## config.mk

```make
export PLATFORM = sky130hd
export DESIGN_NAME = gated_reload_timer
export DESIGN_NICKNAME = d
export VERILOG_FILES = /design/src/rtl/tmr_pkg.sv /design/src/rtl/tmr_sync.sv /design/src/rtl/tmr_tick_gen.sv /design/src/rtl/tmr_count_core.sv /design/src/rtl/tmr_regs.sv /design/src/rtl/gated_reload_timer.sv
export SDC_FILE = /design/constraint.sdc
export NUM_CORES = 1
export LEC_CHECK = 0
export BUFFER_PORTS_ARGS = -buffer_cell sky130_fd_sc_hd__buf_2
export CORE_AREA = 2 2 56 79
export DETAILED_ROUTE_END_ITERATION = 6
export DIE_AREA = 0 0 58 81
export RECOVER_POWER = 50
export SLEW_MARGIN = 25
export SYNTH_ARGS = -nofsm -noshare
export SYNTH_HDL_FRONTEND = slang
export SYNTH_SLANG_ARGS = --single-unit
```

## constraint.sdc

```tcl
create_clock -name clk -period 3.5 [get_ports clk]
set_input_delay 0.175 -clock clk [delete_from_list [all_inputs] [get_ports clk]]
set_output_delay 0.175 -clock clk [all_outputs]
set_load 0.05 [all_outputs]
```

## src/rtl/tmr_pkg.sv

```systemverilog
// Shared constants and types for the gated auto-reload timer.
// Assumes an 8-bit data path for both the counter and the register port.
package tmr_pkg;
    localparam int DW     = 8;
    localparam int AW     = 2;
    localparam int CTRL_W = 6;

    localparam logic [AW-1:0] A_RELOAD = 2'd0;
    localparam logic [AW-1:0] A_CTRL   = 2'd1;
    localparam logic [AW-1:0] A_COUNT  = 2'd2;

    // Control word, packed to the register bit positions (bit 0 = run).
    typedef struct packed {
        logic       irq_en;   // bit 5
        logic       gate_en;  // bit 4
        logic       ext_sel;  // bit 3
        logic [1:0] div_sel;  // bits 2:1
        logic       run;      // bit 0
    } tmr_ctrl_t;
endpackage

```

## src/rtl/tmr_sync.sv

```systemverilog
// Multi-stage synchronizer for asynchronous single-bit inputs.
// Assumes each input holds a level long enough to be caught by the flops.
module tmr_sync #(
    parameter int W      = 2,
    parameter int STAGES = 2
) (
    input  logic         clk,
    input  logic         rst_n,
    input  logic [W-1:0] async_i,
    output logic [W-1:0] sync_o
);
    logic [W-1:0] stage_q [STAGES];

    // Shift the sampled levels along the stage chain.
    always_ff @(posedge clk) begin
        if (!rst_n) begin
            for (int s = 0; s < STAGES; s++) stage_q[s] <= '0;
        end else begin
            stage_q[0] <= async_i;
            for (int s = 1; s < STAGES; s++) stage_q[s] <= stage_q[s-1];
        end
    end

    assign sync_o = stage_q[STAGES-1];
endmodule

```

## src/rtl/tmr_tick_gen.sv

```systemverilog
// Produces the per-cycle count enable. It chooses either a power-of-four
// division of the system clock or a rising edge of the synchronized
// external clock, then qualifies the choice with run and the optional gate.
// Assumes ext_sync_i and gate_sync_i are already synchronized.
module tmr_tick_gen #(
    parameter int NUM_DIV   = 4,
    parameter int DIV_SHIFT = 2
) (
    input  logic                       clk,
    input  logic                       rst_n,
    input  logic                       run_i,
    input  logic [$clog2(NUM_DIV)-1:0] div_sel_i,
    input  logic                       ext_sel_i,
    input  logic                       ext_sync_i,
    input  logic                       gate_en_i,
    input  logic                       gate_sync_i,
    output logic                       en_o
);
    localparam int PRE_W = DIV_SHIFT * (NUM_DIV - 1);

    logic [PRE_W-1:0]   pre_q;
    logic [NUM_DIV-1:0] taps;
    logic               ext_prev_q;
    logic               int_tick;
    logic               ext_rise;
    logic               src_tick;
    logic               gate_ok;

    // One tap per divider setting: tap g fires once every 2**(DIV_SHIFT*g) clocks.
    for (genvar g = 0; g < NUM_DIV; g++) begin : g_tap
        if (g == 0) begin : g_full
            assign taps[g] = 1'b1;
        end else begin : g_div
            assign taps[g] = &pre_q[DIV_SHIFT*g-1:0];
        end
    end

    // Free-running prescaler, held at zero while the timer is stopped.
    always_ff @(posedge clk) begin
        if (!rst_n)      pre_q <= '0;
        else if (!run_i) pre_q <= '0;
        else             pre_q <= pre_q + PRE_W'(1);
    end

    // Previous external level for rising-edge detection.
    always_ff @(posedge clk) begin
        if (!rst_n) ext_prev_q <= 1'b0;
        else        ext_prev_q <= ext_sync_i;
    end

    assign int_tick = taps[div_sel_i];
    assign ext_rise = ext_sync_i & ~ext_prev_q;
    assign src_tick = ext_sel_i ? ext_rise : int_tick;
    assign gate_ok  = ~gate_en_i | gate_sync_i;
    assign en_o     = run_i & src_tick & gate_ok;

    AST_PRE_RESTART: assert property (@(posedge clk) disable iff (!rst_n)
        !run_i |=> (pre_q == '0));
    AST_EXT_SINGLE_STEP: assert property (@(posedge clk) disable iff (!rst_n)
        (ext_sel_i && en_o) |=> (!en_o || !ext_sel_i));
    AST_GATE_BLOCKS: assert property (@(posedge clk) disable iff (!rst_n)
        (gate_en_i && !gate_sync_i) |-> !en_o);
endmodule

```

## src/rtl/tmr_count_core.sv

```systemverilog
// Counter datapath: increments on enable, reloads on rollover from all
// ones, strobes overflow for one cycle and inverts the waveform output.
// Assumes load_i and en_i are never both set (load happens only when stopped).
module tmr_count_core #(
    parameter int W = 8
) (
    input  logic         clk,
    input  logic         rst_n,
    input  logic         en_i,
    input  logic         run_i,
    input  logic         load_i,
    input  logic [W-1:0] load_val_i,
    input  logic [W-1:0] reload_i,
    output logic [W-1:0] cnt_o,
    output logic         ovf_o,
    output logic         wave_o
);
    localparam logic [W-1:0] CNT_MAX = '1;

    logic [W-1:0] cnt_q;
    logic         ovf_q;
    logic         wave_q;
    logic         wrap;

    assign wrap = en_i && (cnt_q == CNT_MAX);

    // Count, reload on rollover, or take a direct load while stopped.
    always_ff @(posedge clk) begin
        if (!rst_n) begin
            cnt_q <= '0;
            ovf_q <= 1'b0;
        end else begin
            ovf_q <= wrap;
            if (load_i)    cnt_q <= load_val_i;
            else if (wrap) cnt_q <= reload_i;
            else if (en_i) cnt_q <= cnt_q + W'(1);
        end
    end

    // Waveform flips on every rollover, forced low while stopped.
    always_ff @(posedge clk) begin
        if (!rst_n)      wave_q <= 1'b0;
        else if (!run_i) wave_q <= 1'b0;
        else if (wrap)   wave_q <= ~wave_q;
    end

    assign cnt_o  = cnt_q;
    assign ovf_o  = ovf_q;
    assign wave_o = wave_q;

    AST_RELOAD_ON_WRAP: assert property (@(posedge clk) disable iff (!rst_n)
        (en_i && !load_i && cnt_q == CNT_MAX) |=> (cnt_q == $past(reload_i)));
    AST_STEP_UP: assert property (@(posedge clk) disable iff (!rst_n)
        (en_i && !load_i && cnt_q != CNT_MAX) |=> (cnt_q == $past(cnt_q) + W'(1)));
    AST_HOLD_IDLE: assert property (@(posedge clk) disable iff (!rst_n)
        (!en_i && !load_i) |=> $stable(cnt_q));
    AST_WAVE_FLIP: assert property (@(posedge clk) disable iff (!rst_n)
        (run_i && en_i && cnt_q == CNT_MAX) |=> (wave_q != $past(wave_q)));
    AST_WAVE_STOPPED: assert property (@(posedge clk) disable iff (!rst_n)
        !run_i |=> !wave_q);
endmodule

```

## src/rtl/tmr_regs.sv

```systemverilog
// Register file: reload value and control word, plus the read mux.
// Decodes a write to the reload address while stopped as a counter load.
module tmr_regs
    import tmr_pkg::*;
(
    input  logic          clk,
    input  logic          rst_n,
    input  logic          wr_en_i,
    input  logic [AW-1:0] wr_addr_i,
    input  logic [DW-1:0] wr_data_i,
    input  logic [AW-1:0] rd_addr_i,
    input  logic [DW-1:0] cnt_i,
    output logic [DW-1:0] reload_o,
    output tmr_ctrl_t     ctrl_o,
    output logic          load_o,
    output logic [DW-1:0] rd_data_o
);
    logic [DW-1:0] reload_q;
    tmr_ctrl_t     ctrl_q;

    // Capture register writes; the count address is read-only.
    always_ff @(posedge clk) begin
        if (!rst_n) begin
            reload_q <= '0;
            ctrl_q   <= '0;
        end else if (wr_en_i) begin
            if (wr_addr_i == A_RELOAD) reload_q <= wr_data_i;
            if (wr_addr_i == A_CTRL)   ctrl_q   <= tmr_ctrl_t'(wr_data_i[CTRL_W-1:0]);
        end
    end

    // Combinational read mux with zero padding.
    always_comb begin
        case (rd_addr_i)
            A_RELOAD: rd_data_o = reload_q;
            A_CTRL:   rd_data_o = {{(DW-CTRL_W){1'b0}}, ctrl_q};
            A_COUNT:  rd_data_o = cnt_i;
            default:  rd_data_o = '0;
        endcase
    end

    assign load_o   = wr_en_i && (wr_addr_i == A_RELOAD) && !ctrl_q.run;
    assign reload_o = reload_q;
    assign ctrl_o   = ctrl_q;
endmodule

```

## src/rtl/gated_reload_timer.sv

```systemverilog
// Top level of the gated auto-reload timer. It synchronizes the external
// clock and gate pins, builds the count enable, runs the counter and
// exposes the register port. Assumes one clock domain; pins are asynchronous.
module gated_reload_timer (
    input  logic       clk,
    input  logic       rst_n,
    input  logic       wr_en_i,
    input  logic [1:0] wr_addr_i,
    input  logic [7:0] wr_data_i,
    input  logic [1:0] rd_addr_i,
    output logic [7:0] rd_data_o,
    input  logic       ext_clk_i,
    input  logic       gate_i,
    output logic       ovf_o,
    output logic       irq_o,
    output logic       wave_o
);
    import tmr_pkg::*;

    localparam int NUM_DIV   = 4;
    localparam int DIV_SHIFT = 2;
    localparam int SYNC_STG  = 2;

    tmr_ctrl_t     ctrl;
    logic [DW-1:0] reload;
    logic [DW-1:0] cnt;
    logic          load;
    logic          en;
    logic          ovf;
    logic [1:0]    pin_sync;

    tmr_sync #(.W(2), .STAGES(SYNC_STG)) u_sync (
        .clk     (clk),
        .rst_n   (rst_n),
        .async_i ({gate_i, ext_clk_i}),
        .sync_o  (pin_sync)
    );

    tmr_regs u_regs (
        .clk       (clk),
        .rst_n     (rst_n),
        .wr_en_i   (wr_en_i),
        .wr_addr_i (wr_addr_i),
        .wr_data_i (wr_data_i),
        .rd_addr_i (rd_addr_i),
        .cnt_i     (cnt),
        .reload_o  (reload),
        .ctrl_o    (ctrl),
        .load_o    (load),
        .rd_data_o (rd_data_o)
    );

    tmr_tick_gen #(.NUM_DIV(NUM_DIV), .DIV_SHIFT(DIV_SHIFT)) u_tick (
        .clk         (clk),
        .rst_n       (rst_n),
        .run_i       (ctrl.run),
        .div_sel_i   (ctrl.div_sel),
        .ext_sel_i   (ctrl.ext_sel),
        .ext_sync_i  (pin_sync[0]),
        .gate_en_i   (ctrl.gate_en),
        .gate_sync_i (pin_sync[1]),
        .en_o        (en)
    );

    tmr_count_core #(.W(DW)) u_core (
        .clk        (clk),
        .rst_n      (rst_n),
        .en_i       (en),
        .run_i      (ctrl.run),
        .load_i     (load),
        .load_val_i (wr_data_i),
        .reload_i   (reload),
        .cnt_o      (cnt),
        .ovf_o      (ovf),
        .wave_o     (wave_o)
    );

    assign ovf_o = ovf;
    assign irq_o = ovf & ctrl.irq_en;

    AST_OVF_SINGLE_PULSE_SRC: assert property (@(posedge clk) disable iff (!rst_n)
        ovf_o |-> $past(en));
endmodule

```

# Word level (Yosys, flattened, before mapping)
# Memories as Yosys holds them, arrays and structs flattened.
# Index checks and enable logic that the tools add are counted.
[totals]
memories = 1
ramBits = 4
elab_cells = 53
register_bits = 31
in_bits = 17
[op_classes]
n_reduce_logical = 13
n_bitwise = 10
magnitude_cmp = 1
n_addsub = 2
eq_ne = 4
mux = 11
[memory_table]
columns = ["memory", "words", "word_bits", "rd", "rd_clocked_by_memory_dff", "wr", "line", "rtl"]
rows = [
  ["u_sync.stage_q", 2, 2, 2, 0, 2, "tmr_sync.sv:12", "logic [W-1:0] stage_q [STAGES];"],
]
[ops]
columns = ["operator", "count"]
rows = [
  ["2-to-1 mux 8 bit", 3],
  ["one-hot mux 8 bit (3 select lines)", 1],
  ["adder 8 x 1 -> 8 bit (second input constant)", 1],
  ["== test 8 bit (second input constant)", 1],
  ["AND reduction 2 bit", 4],
  ["adder 6 x 1 -> 6 bit (second input constant)", 1],
  ["AND reduction 6 bit", 1],
  ["bitwise AND 1 bit", 4],
  ["== test 2 x 1 -> 1 bit (second input constant)", 2],
  ["zero test 2 bit", 2],
  ["2-to-1 mux 1 bit", 4],
  ["2-to-1 mux 2 bit", 2],
  ["AND reduction 4 bit", 1],
  ["logical AND 1 bit", 3],
  ["less-than comparator 2 x 3 -> 1 bit (second input constant)", 1],
  ["inverter 1 bit", 3],
  ["bitwise OR 1 bit", 3],
  ["nonzero test 3 bit", 1],
  ["binary-select mux 1 bit (select 2 bit)", 1],
  ["== test 2 bit (second input constant)", 1],
  ["zero test 1 bit", 1],
]

# Logic depth before layout (Yosys ltp)
# Gate-level depths: netlist (run 1).
[logic_depth]
ltp_word = 9
ltp_mapped = 7
mapped_depth_nobuf = 6

# By module
# A second synthesis (run 1) with hierarchy kept.
[unflattened]
hier_cells = 193
hier_area_um2 = 1775.5
[modules_own_cells]
columns = ["mod", "area_each_um2", "instances", "cells_each"]
rows = [
  ["tmr_regs", 719.4, 1, 75],
  ["tmr_count_core", 630.6, 1, 73],
  ["tmr_tick_gen", 299.0, 1, 34],
  ["tmr_sync", 120.1, 1, 10],
  ["gated_reload_timer", 6.3, 1, 1],
]

# Worst setup path before layout (run 1)
# No wires, ideal clock.
[synth_timing]
kind = "input to output"
startpoint = "input port rd_addr_i[0]"
endpoint = "output port rd_data_o[0]"
path_stages = 3
arrival_ns = 1.739
slack_ns = 1.586
required_ns = 3.325
n_path_buf = 1
path_cell_list = "clkbuf_1 mux2i_1 o21ai_0"
[synth_between]
elab_chain_len = 2
elab_cells_between_ends = 4
classes_between = "2 x eq/ne; 1 x mux; 1 x reduce/logical"
[synth_lines]
columns = ["element", "line", "rtl"]
rows = [
  ["start, declared", "gated_reload_timer.sv:10", "input logic [1:0] rd_addr_i,"],
  ["== test 2 bit (tied with other cells)", "tmr_regs.sv:34", "case (rd_addr_i)"],
  ["one-hot mux 8 bit (3 select lines) *", "tmr_regs.sv:34", ""],
  ["end, declared", "gated_reload_timer.sv:11", "output logic [7:0] rd_data_o,"],
]
# Every way passes the cells marked *; elsewhere a longest branch is shown, timed or not.

# Worst setup path after layout (run 1)
[layout_timing]
startpoint = "register u_tick.pre_q[0]"
endpoint = "register u_core.cnt_q[5], in the netlist u_core.cnt_o[5]"
[layout_between]
elab_chain_len = 9
elab_cells_between_ends = 12
classes_between = "5 x mux; 2 x bitwise; 5 x reduce/logical"
[layout_lines]
columns = ["element", "line", "rtl"]
rows = [
  ["start, declared", "tmr_tick_gen.sv:21", "logic [PRE_W-1:0] pre_q;"],
  ["start signal, assigned", "tmr_tick_gen.sv:42", "else pre_q <= pre_q + PRE_W'(1);"],
  ["AND reduction 6 bit (tied with other cells)", "tmr_tick_gen.sv:34", "assign taps[g] = &pre_q[DIV_SHIFT*g-1:0];"],
  ["binary-select mux 1 bit (select 2 bit) *", "tmr_tick_gen.sv:51", "assign int_tick = taps[div_sel_i];"],
  ["2-to-1 mux 1 bit (implied by the code) *", "tmr_tick_gen.sv:51", ""],
  ["2-to-1 mux 1 bit *", "tmr_tick_gen.sv:53", "assign src_tick = ext_sel_i ? ext_rise : int_tick;"],
  ["bitwise AND 1 bit * (2 in a row)", "tmr_tick_gen.sv:55", "assign en_o = run_i & src_tick & gate_ok;"],
  ["logical AND 1 bit", "tmr_count_core.sv:25", "assign wrap = en_i && (cnt_q == CNT_MAX);"],
  ["2-to-1 mux 8 bit", "tmr_count_core.sv:35", "else if (wrap) cnt_q <= reload_i;"],
  ["2-to-1 mux 8 bit", "tmr_count_core.sv:34", "if (load_i) cnt_q <= load_val_i;"],
  ["end signal, assigned", "tmr_count_core.sv:34", ""],
  ["end signal, assigned", "tmr_count_core.sv:35", ""],
  ["end signal, assigned", "tmr_count_core.sv:36", "else if (en_i) cnt_q <= cnt_q + W'(1);"],
  ["end, declared", "tmr_count_core.sv:20", "logic [W-1:0] cnt_q;"],
]
# Every way passes the cells marked *; elsewhere a longest branch is shown, timed or not. The select of a mux whose other input is x is not followed.
# A chain may end at the register's enable or synchronous reset.

==> impl_results.md, run 1 <==
- Final Hold Viols: 0
- Hpwl dp: just under 3 mm
- WL final: roughly 4.0 mm
- Port Buffer Count: 27
- Total power: roughly 0.83 mW
- Final core occ: 0.489
- Synthesis-to-layout area growth: 13.6%
- Vias in the first global route: 1,383
- PostCTS Resize Cnt: 0
- Tot GR Track Use: 0.193
- Largest area contributor in the netlist: dfxtp_1
- CTS tree: done
- Post-route ant nets: 0
- Register area share after synthesis: 0.401
- Final Max Slew Viols: 0
- Max-slew headroom: 0.537
- Final Non-Filler Cells: ~270
- Setup ws final: ~1.7 ns
- Synth top area share: 0.401
- Initial antenna violation count: 0
- CTS max path bufs: 2
- Max cap viols: 0
- Layout Skew: ~0.0047 ns
- Crit start category: flip-flop
- Mapped cell area: ~1700 µm²
- CP endpoint: u_core.cnt_o[5]
- HP Class: in2reg
- Unrepaired setup endpoints after global routing: false
- R2r setup slk: 1.65 ns
- FF-to-FF End: u_core.cnt_o[5]
- Congestion Overflow GR: 0
- Clk slew on worst S/H paths: roughly 0.070 ns
- Worst hold slack: between 0.09 and 0.1 ns
- Mapped Cells: between 150 and 200
- DR iter-0 viols: 37
- CP endpoint kind: flip-flop
- Post-synth net total: between 200 and 250
- Synth top area cells: dfxtp_1 (40%), mux2i_1 (13%), nor2_1 (5.8%)
- Routability cong.: slightly above 0.8
- Async set or reset register ratio after synthesis: 0
- Reg area: approximately 700 µm²
- Post-route setup TNS: 0 ns
- Placed instance count: 258
- Root Driver: clkbuf_8
- Pre-Repair DR Iteration Count: 6
- Cell with the most instances after synthesis: dfxtp_1
- Post-synth top cells: dfxtp_1 (35), nor2_1 (27), mux2i_1 (22), nand2_1 (18), nand3_1 (9)
- Status: finished clean
- Combined area of the multi-input logic cells: between 900 and 1000 µm²
- Die Area: between 4000 and 5000 µm²
- CP Data Required Time: between 3 and 4 ns
- Core Box Area: 4060 µm²
- Post-route clock period utilization: 0.528
- Number of fill cells in the layout: between 400 and 500
- PD cells: roughly 420 nW/µm²
- Syn. warnings: 0
- H-tree levels: 2
- Hold buffer count at cts: 0
- HP Start: ext_clk_i
- CTS sink cnt: 35
- Post-place instance area: about 1900 µm²
- Number of synthesized flops with an enable pin: 0
- CTS buffer count: 5
- Initial cell density of the core: 0.430
- # nets final: 239
- Netlist cell types: between 40 and 50
- Setup Buffers After CTS: 0
- Antenna cells: 0
- DRC violations left: 0
- FP Rows: 28
- Clock latency on the worst-skew pair: about 0.29 ns
- Die width: just under 60 µm
- Final Critical Period: about 1.8 ns
- Worst vdd ir: ~0.00032 V
- Via count: roughly 1,500
- Crit path max fanout: 8
- Crit path kind: reg2reg
- Fin area: 1990 µm²
- Max frequency: 541 MHz
- Ys flop type: dfxtp_1
- Pre-CTS setup slack: 1.68 ns
- Pin count of the biggest net entering global routing: 22
- LEAKAGE: around 0.8 nW
- Synthesized area per cell: about 9 µm²
- FF-to-FF path depth: 6
- I/O Pins: 28
- Synthesized flop and latch total: 35
- Global-route wire length before repair: 6.80 mm
- Height of the chip: about 81 µm
- Routed WL per cell: 15.1 µm
- CP startpoint: u_tick.pre_q[0]
- Final Setup Violations: 0
- Worst Max-Slew Pin Slew: roughly 0.69 ns
- Reg2Reg Launch Point: u_tick.pre_q[0]
- CP arrival: approximately 2.0 ns
- Proportion of layout cells with a drive suffix above 1: 0.208
- Via/cell ratio: 5.46
## kinds of logic after synthesis
logic type | synth area share
compound gates | 0.139
xor+xnor | 0.0300
fa+ha+maj | 0.0143
buf+inv | 0.0429
flops | 0.401
mux | 0.132
simple gates | 0.241
## cell type report
cell class | count | area share
inverters | 4 | 0.00756
clock buffers | 8 | 0.0504
multi-input cells | 146 | 0.490
well taps | 45 | 0.0283
flip-flops and latches | 35 | 0.353
repair buffers | 28 | 0.0712
## critical path: stages, from the launching register on
cell      delay, ns
dfxtp_1        0.37
ha_1           0.24
nand3_2        0.11
o221ai_2       0.21
and3_1         0.43
nor2_2         0.07
a311o_1        0.31
## power by group
part | switching, mW | internal, mW | leakage, nW | total, mW
combinational | 0.0513 | 0.0315 | 0.486 | 0.0828
sequential | 0.0136 | 0.411 | 0.285 | 0.424
clock | 0.142 | 0.180 | 0.0515 | 0.322
total | 0.207 | 0.622 | 0.822 | 0.829
## routing by layer
| metal | global-route usage | wire [µm] |
|---|---|---|
| met1 | 0.233 | 1890 |
| met2 | 0.334 | 1930 |
| met3 | 0.0430 | 142 |
| met4 | 0.0674 | 59 |
| met5 | 0 | 0 |
## flip-flops by register name, indices dropped and copies added, names as in the netlist
register	count
u_core.cnt_o	8
u_core.ovf_o	1
u_core.wave_o	1
u_regs.ctrl_o	6
u_regs.reload_o	8
u_sync.stage_q	4
u_tick.ext_prev_q	1
u_tick.pre_q	6
## cells in the final DEF (no fill, tap or decap), types with 2 or more instances in the layout
master    netlist  final
nor2_1         27     27
o211ai_1        3      3
nand2b_1        3      3
xnor2_1         2      2
nor2b_1         3      3
a21oi_1         5      5
buf_2           2     26
xor2_1          4      4
clkbuf_8        0      7
inv_1           4      4
clkbuf_1        5      2
mux2i_1        22     22
and2_0          0      2
nand3_2         2      2
nand3_1         9      9
nand2_1        18     18
ha_1            2      2
and2_1          5      3
nor3_1          2      2
o21ai_0         8      8
and3_1          4      4
nand4_1         2      2
a31oi_1         6      6
dfxtp_1        35     35
## worst min path at each step
stage	end	slack [ns]	cells past startpoint
6_report	u_sync.stage_q[0][0]	0.09	2
5_1_grt	u_sync.stage_q[0][1]	0.1	2
4_1_cts	u_sync.stage_q[0][0]	0.09	2
3_5_place_dp	u_sync.stage_q[0][1]	0.39	2
3_3_place_gp	u_sync.stage_q[0][1]	0.38	2
2_1_floorplan	u_sync.stage_q[0][0]	0.30	1
No activity file was read; power rests on OpenSTA's default activity.
==> inputs of run 2 (changes only) <==
--- a/config.mk
+++ b/config.mk
@@ -5,10 +5,12 @@
 export SDC_FILE = /design/constraint.sdc
 export NUM_CORES = 1
 export LEC_CHECK = 0
+export ABC_AREA = 1
 export BUFFER_PORTS_ARGS = -buffer_cell sky130_fd_sc_hd__buf_2
-export CORE_AREA = 2 2 56 79
+export CORE_AREA = 2 2 57 80
 export DETAILED_ROUTE_END_ITERATION = 6
-export DIE_AREA = 0 0 58 81
+export DIE_AREA = 0 0 59 82
+export PLACE_DENSITY = 0.66
 export RECOVER_POWER = 50
 export SLEW_MARGIN = 25
 export SYNTH_ARGS = -nofsm -noshare
==> constraint.sdc (replaced) <==
create_clock -name clk -period 1.7 [get_ports clk]
set_input_delay 0.085 -clock clk [delete_from_list [all_inputs] [get_ports clk]]
set_output_delay 0.085 -clock clk [all_outputs]
set_load 0.05 [all_outputs]
==> run 2 against run 1 <==
Non-clock buffer count is 4 higher. Register-to-register slack worse by 1.5 ns. Final cell count is 28% higher. Clock-buffer cell count is 3 lower. Clock skew is 0.00076 ns lower. Critical path type unchanged.
==> impl_results.md, run 2 <==
- Mapped Cells: 261 (+33%)
- Pre-Repair DR Iteration Count: 4 (-2)
- Final Critical Period: 1.55 ns (-0.293 ns)
- Crit path max fanout: 6 (-2)
- Number of synthesized flops with an enable pin: 0 (unchanged)
- Netlist cell types: 28 (-36%)
- Synthesized area per cell: 6.79 µm² (-24%)
- Async set or reset register ratio after synthesis: 0 (unchanged)
- Largest area contributor in the netlist: dfxtp_1
- Synthesized flop and latch total: 35 (unchanged)
- Routed WL per cell: 12.7 µm (-16%)
- Initial cell density of the core: 0.429 (-0.00154)
- Synth top area share: 0.395 (-0.00537)
- Initial antenna violation count: 0 (unchanged)
- Sequential share of power: 0.477 (-0.035)
- Hold Crit Depth: 3 (+1)
- Crit path kind: reg2reg
- Final Max Slew Viols: 0 (unchanged)
- H-tree levels: 2 (unchanged)
- CP endpoint: u_core.wave_o
- Mapped cell area: 1770 µm² (+1.4%)
- Total power: 1.84 mW (+120%)
- Post-synth net total: 280 (+30%)
- HP Class: in2reg
- Max frequency: 643 MHz (+19%)
- Post-route setup TNS: 0 ns (unchanged)
- Clock power share: 0.407 (+0.019)
- Ys flop type: dfxtp_1
- Congestion Overflow GR: 0 (unchanged)
- Height of the chip: 82 µm (+1.2%)
- Max-slew headroom: 0.608 (+0.0712)
- CTS sink cnt: 35 (unchanged)
- Tot GR Track Use: 0.199 (+0.00620)
- Synthesis-to-layout area growth: 18.6%
- Post-route clock period utilization: 0.915 (+0.386)
- Reg2Reg Launch Point: u_core.cnt_o[0]
- DR iter-0 viols: 64 (+73%)
- Routability cong.: 0.863 (+4.0%)
- I/O Pins: 28 (unchanged)
- Core Box Area: 4130 µm² (+1.7%)
- Antenna cells: 0 (unchanged)
- Root Driver: clkbuf_8
- Synth top area cells: dfxtp_1 (40%), nand2_1 (11%), nand3_1 (8.8%)
- Commonest non-fill, non-tap cell in the layout: nand2_1
- CP endpoint kind: flip-flop
- WL final: 4.33 mm (+7.7%)
- PD cells: 878 nW/µm² (+110%)
- Combinational power share: 0.115 (+0.015)
- Vias in the first global route: 1,579 (+14%)
- CP startpoint: u_core.cnt_o[0]
- Commonest cells after routing, fill and taps aside: nand2_1 (54), inv_1 (36), nor2_1 (32), dfxtp_1 (32), nand3_1 (31)
- Worst Max-Slew Pin Slew: 0.584 ns (-0.111 ns)
- DRC violations left: 0 (unchanged)
- Cell with the most instances after synthesis: nand2_1
- CTS tree: done
- Clk slew on worst S/H paths: 0.07 ns (about the same)
- R2r setup slk: 0.15 ns (-1.51 ns)
- Die width: 59 µm (+1.7%)
- Hpwl dp: 3.26 mm (+12%)
- FP Rows: 28 (unchanged)
- Net switching power: 0.485 mW (+130%)
- Clock latency on the worst-skew pair: 0.29 ns (about the same)
- Pin count of the biggest net entering global routing: 16 (-27%)
- # nets final: 314 (+31%)
- CP arrival: 1.78 ns (-0.25 ns)
- Die Area: 4840 µm² (+3.0%)
- LEAKAGE: 0.955 nW (+16%)
- Sw frac: 0.263 (+0.0131)
- CTS buffer count: 5 (unchanged)
- Worst vdd ir: 0.000506 V (+58%)
- Crit start category: flip-flop
- CTS max path bufs: 2 (unchanged)
- Final Setup Violations: 0 (unchanged)
- FF-to-FF End: u_core.wave_o
- Status: finished clean
- CP Data Required Time: 1.92 ns (-1.76 ns)
- Port Buffer Count: 27 (unchanged)
- Global-route wire length before repair: 7.33 mm (+7.8%)
- Final Hold Viols: 0 (unchanged)
- Layout Skew: 0.00389 ns (-0.000761 ns)
- Post-route ant nets: 0 (unchanged)
- P_int: 1.36 mW (+120%)
- FF-to-FF path depth: 8 (+2)
- Syn. warnings: 0 (unchanged)
- Register area share after synthesis: 0.395 (-0.00537)
- Max cap viols: 0 (unchanged)
- Post-synth top cells: nand2_1 (54), inv_1 (36), dfxtp_1 (35), nor2_1 (32), nand3_1 (31)
- Via count: 1,741 (+20%)
- Via/cell ratio: 5.11 (-6.5%)
- Proportion of layout cells with a drive suffix above 1: 0.182 (-0.0257)
[run 2: changes by cell type in the layout (fill, tap and decap cells not counted), moves of 5 or more]
| cell | previous run | this run |
|---|---|---|
| nand2_1 | 18 | 54 |
| a21oi_1 | 5 | 19 |
| mux2i_1 | 22 | 0 |
| nand3_1 | 9 | 31 |
| o21ai_0 | 8 | 17 |
| nor2_1 | 27 | 32 |
| a31oi_1 | 6 | 0 |
| inv_1 | 4 | 36 |
| inv_2 | 0 | 5 |
[run 2: area by class of cell]
class                      count  area [µm²]
tap                           45        56.3
clock buffer                   5        68.8
multi-input combinational    179         892
clock inverter                 3        43.8
timing repair buffer          32         174
fill                         423        2030
sequential                    35         704
inverter                      42         163
[run 2: worst max-delay path, stage by stage (launching register included)]
cell,delay (ns)
dfxtp_2,0.39
ha_2,0.23
nand3_1,0.12
inv_2,0.14
nand2_4,0.09
clkinv_4,0.09
nand3_4,0.10
or2_0,0.21
a21oi_1,0.11
[run 2: how the worst min path moves through the flow]
| stage | endpoint | start |
|---|---|---|
| final | u_regs.reload_o[6] | wr_data_i[6] |
| after global routing | u_regs.reload_o[6] | wr_data_i[6] |
| after global placement | u_sync.stage_q[0][0] | ext_clk_i |
| after CTS | u_regs.reload_o[6] | wr_data_i[6] |
| after detailed placement | u_sync.stage_q[0][0] | ext_clk_i |
| after floorplan | u_sync.stage_q[0][0] | ext_clk_i |
[run 2: power by group through the flow]
stage                     Clock [mW]  Combinational [mW]  Sequential (mW)
after global placement             0               0.208            0.897
after floorplan                    0               0.147            0.888
final                          0.752               0.213            0.880
after global routing           0.801               0.240            0.884
after CTS                      0.771               0.214            0.878
after detailed placement           0               0.209            0.897
[run 2: what timing repair did]
action / in CTS / in global routing
gates resized for setup: 0 / 6
setup buffers: 0 / 1
hold buffers: 2 / 0
hold endpoints to repair: 2 / 0
endpoints found under the setup margin: 0 / 8
[run 2: per-stage QoR]
stage	setup WS [ns]	instances	util	cell area (µm²)	hold slack, ns
finish	0.145	341	0.508	2100	0.0373
global route	-0.0330	341	0.508	2100	0.0607
CTS	0.0684	340	0.505	2090	0.0363
detailed placement	0.0902	330	0.473	1960	0.274
global placement	0.0950	330	0.473	1960	0.264
floorplan	0.179	261	-	1770	0.183
[run 2: cells by family after synthesis]
logic type               after synthesis  synth area share
buffers and inverters                 47             0.104
AO/OA/AOI/OAI                         45             0.144
AND/OR/NAND/NOR                      130             0.332
flip-flops                            35             0.395
XOR/XNOR                               2           0.00988
adder cells (fa/ha/maj)                2            0.0141
[run 2: routing by layer]
layer / vias up / global-route usage / wire [µm]
met4: 0 / 0.0841 / 101
met5: - / 0 / 0
met2: 46 / 0.330 / 2060
met3: 9 / 0.0346 / 178
met1: 776 / 0.252 / 1990
li1: 910 / - / -
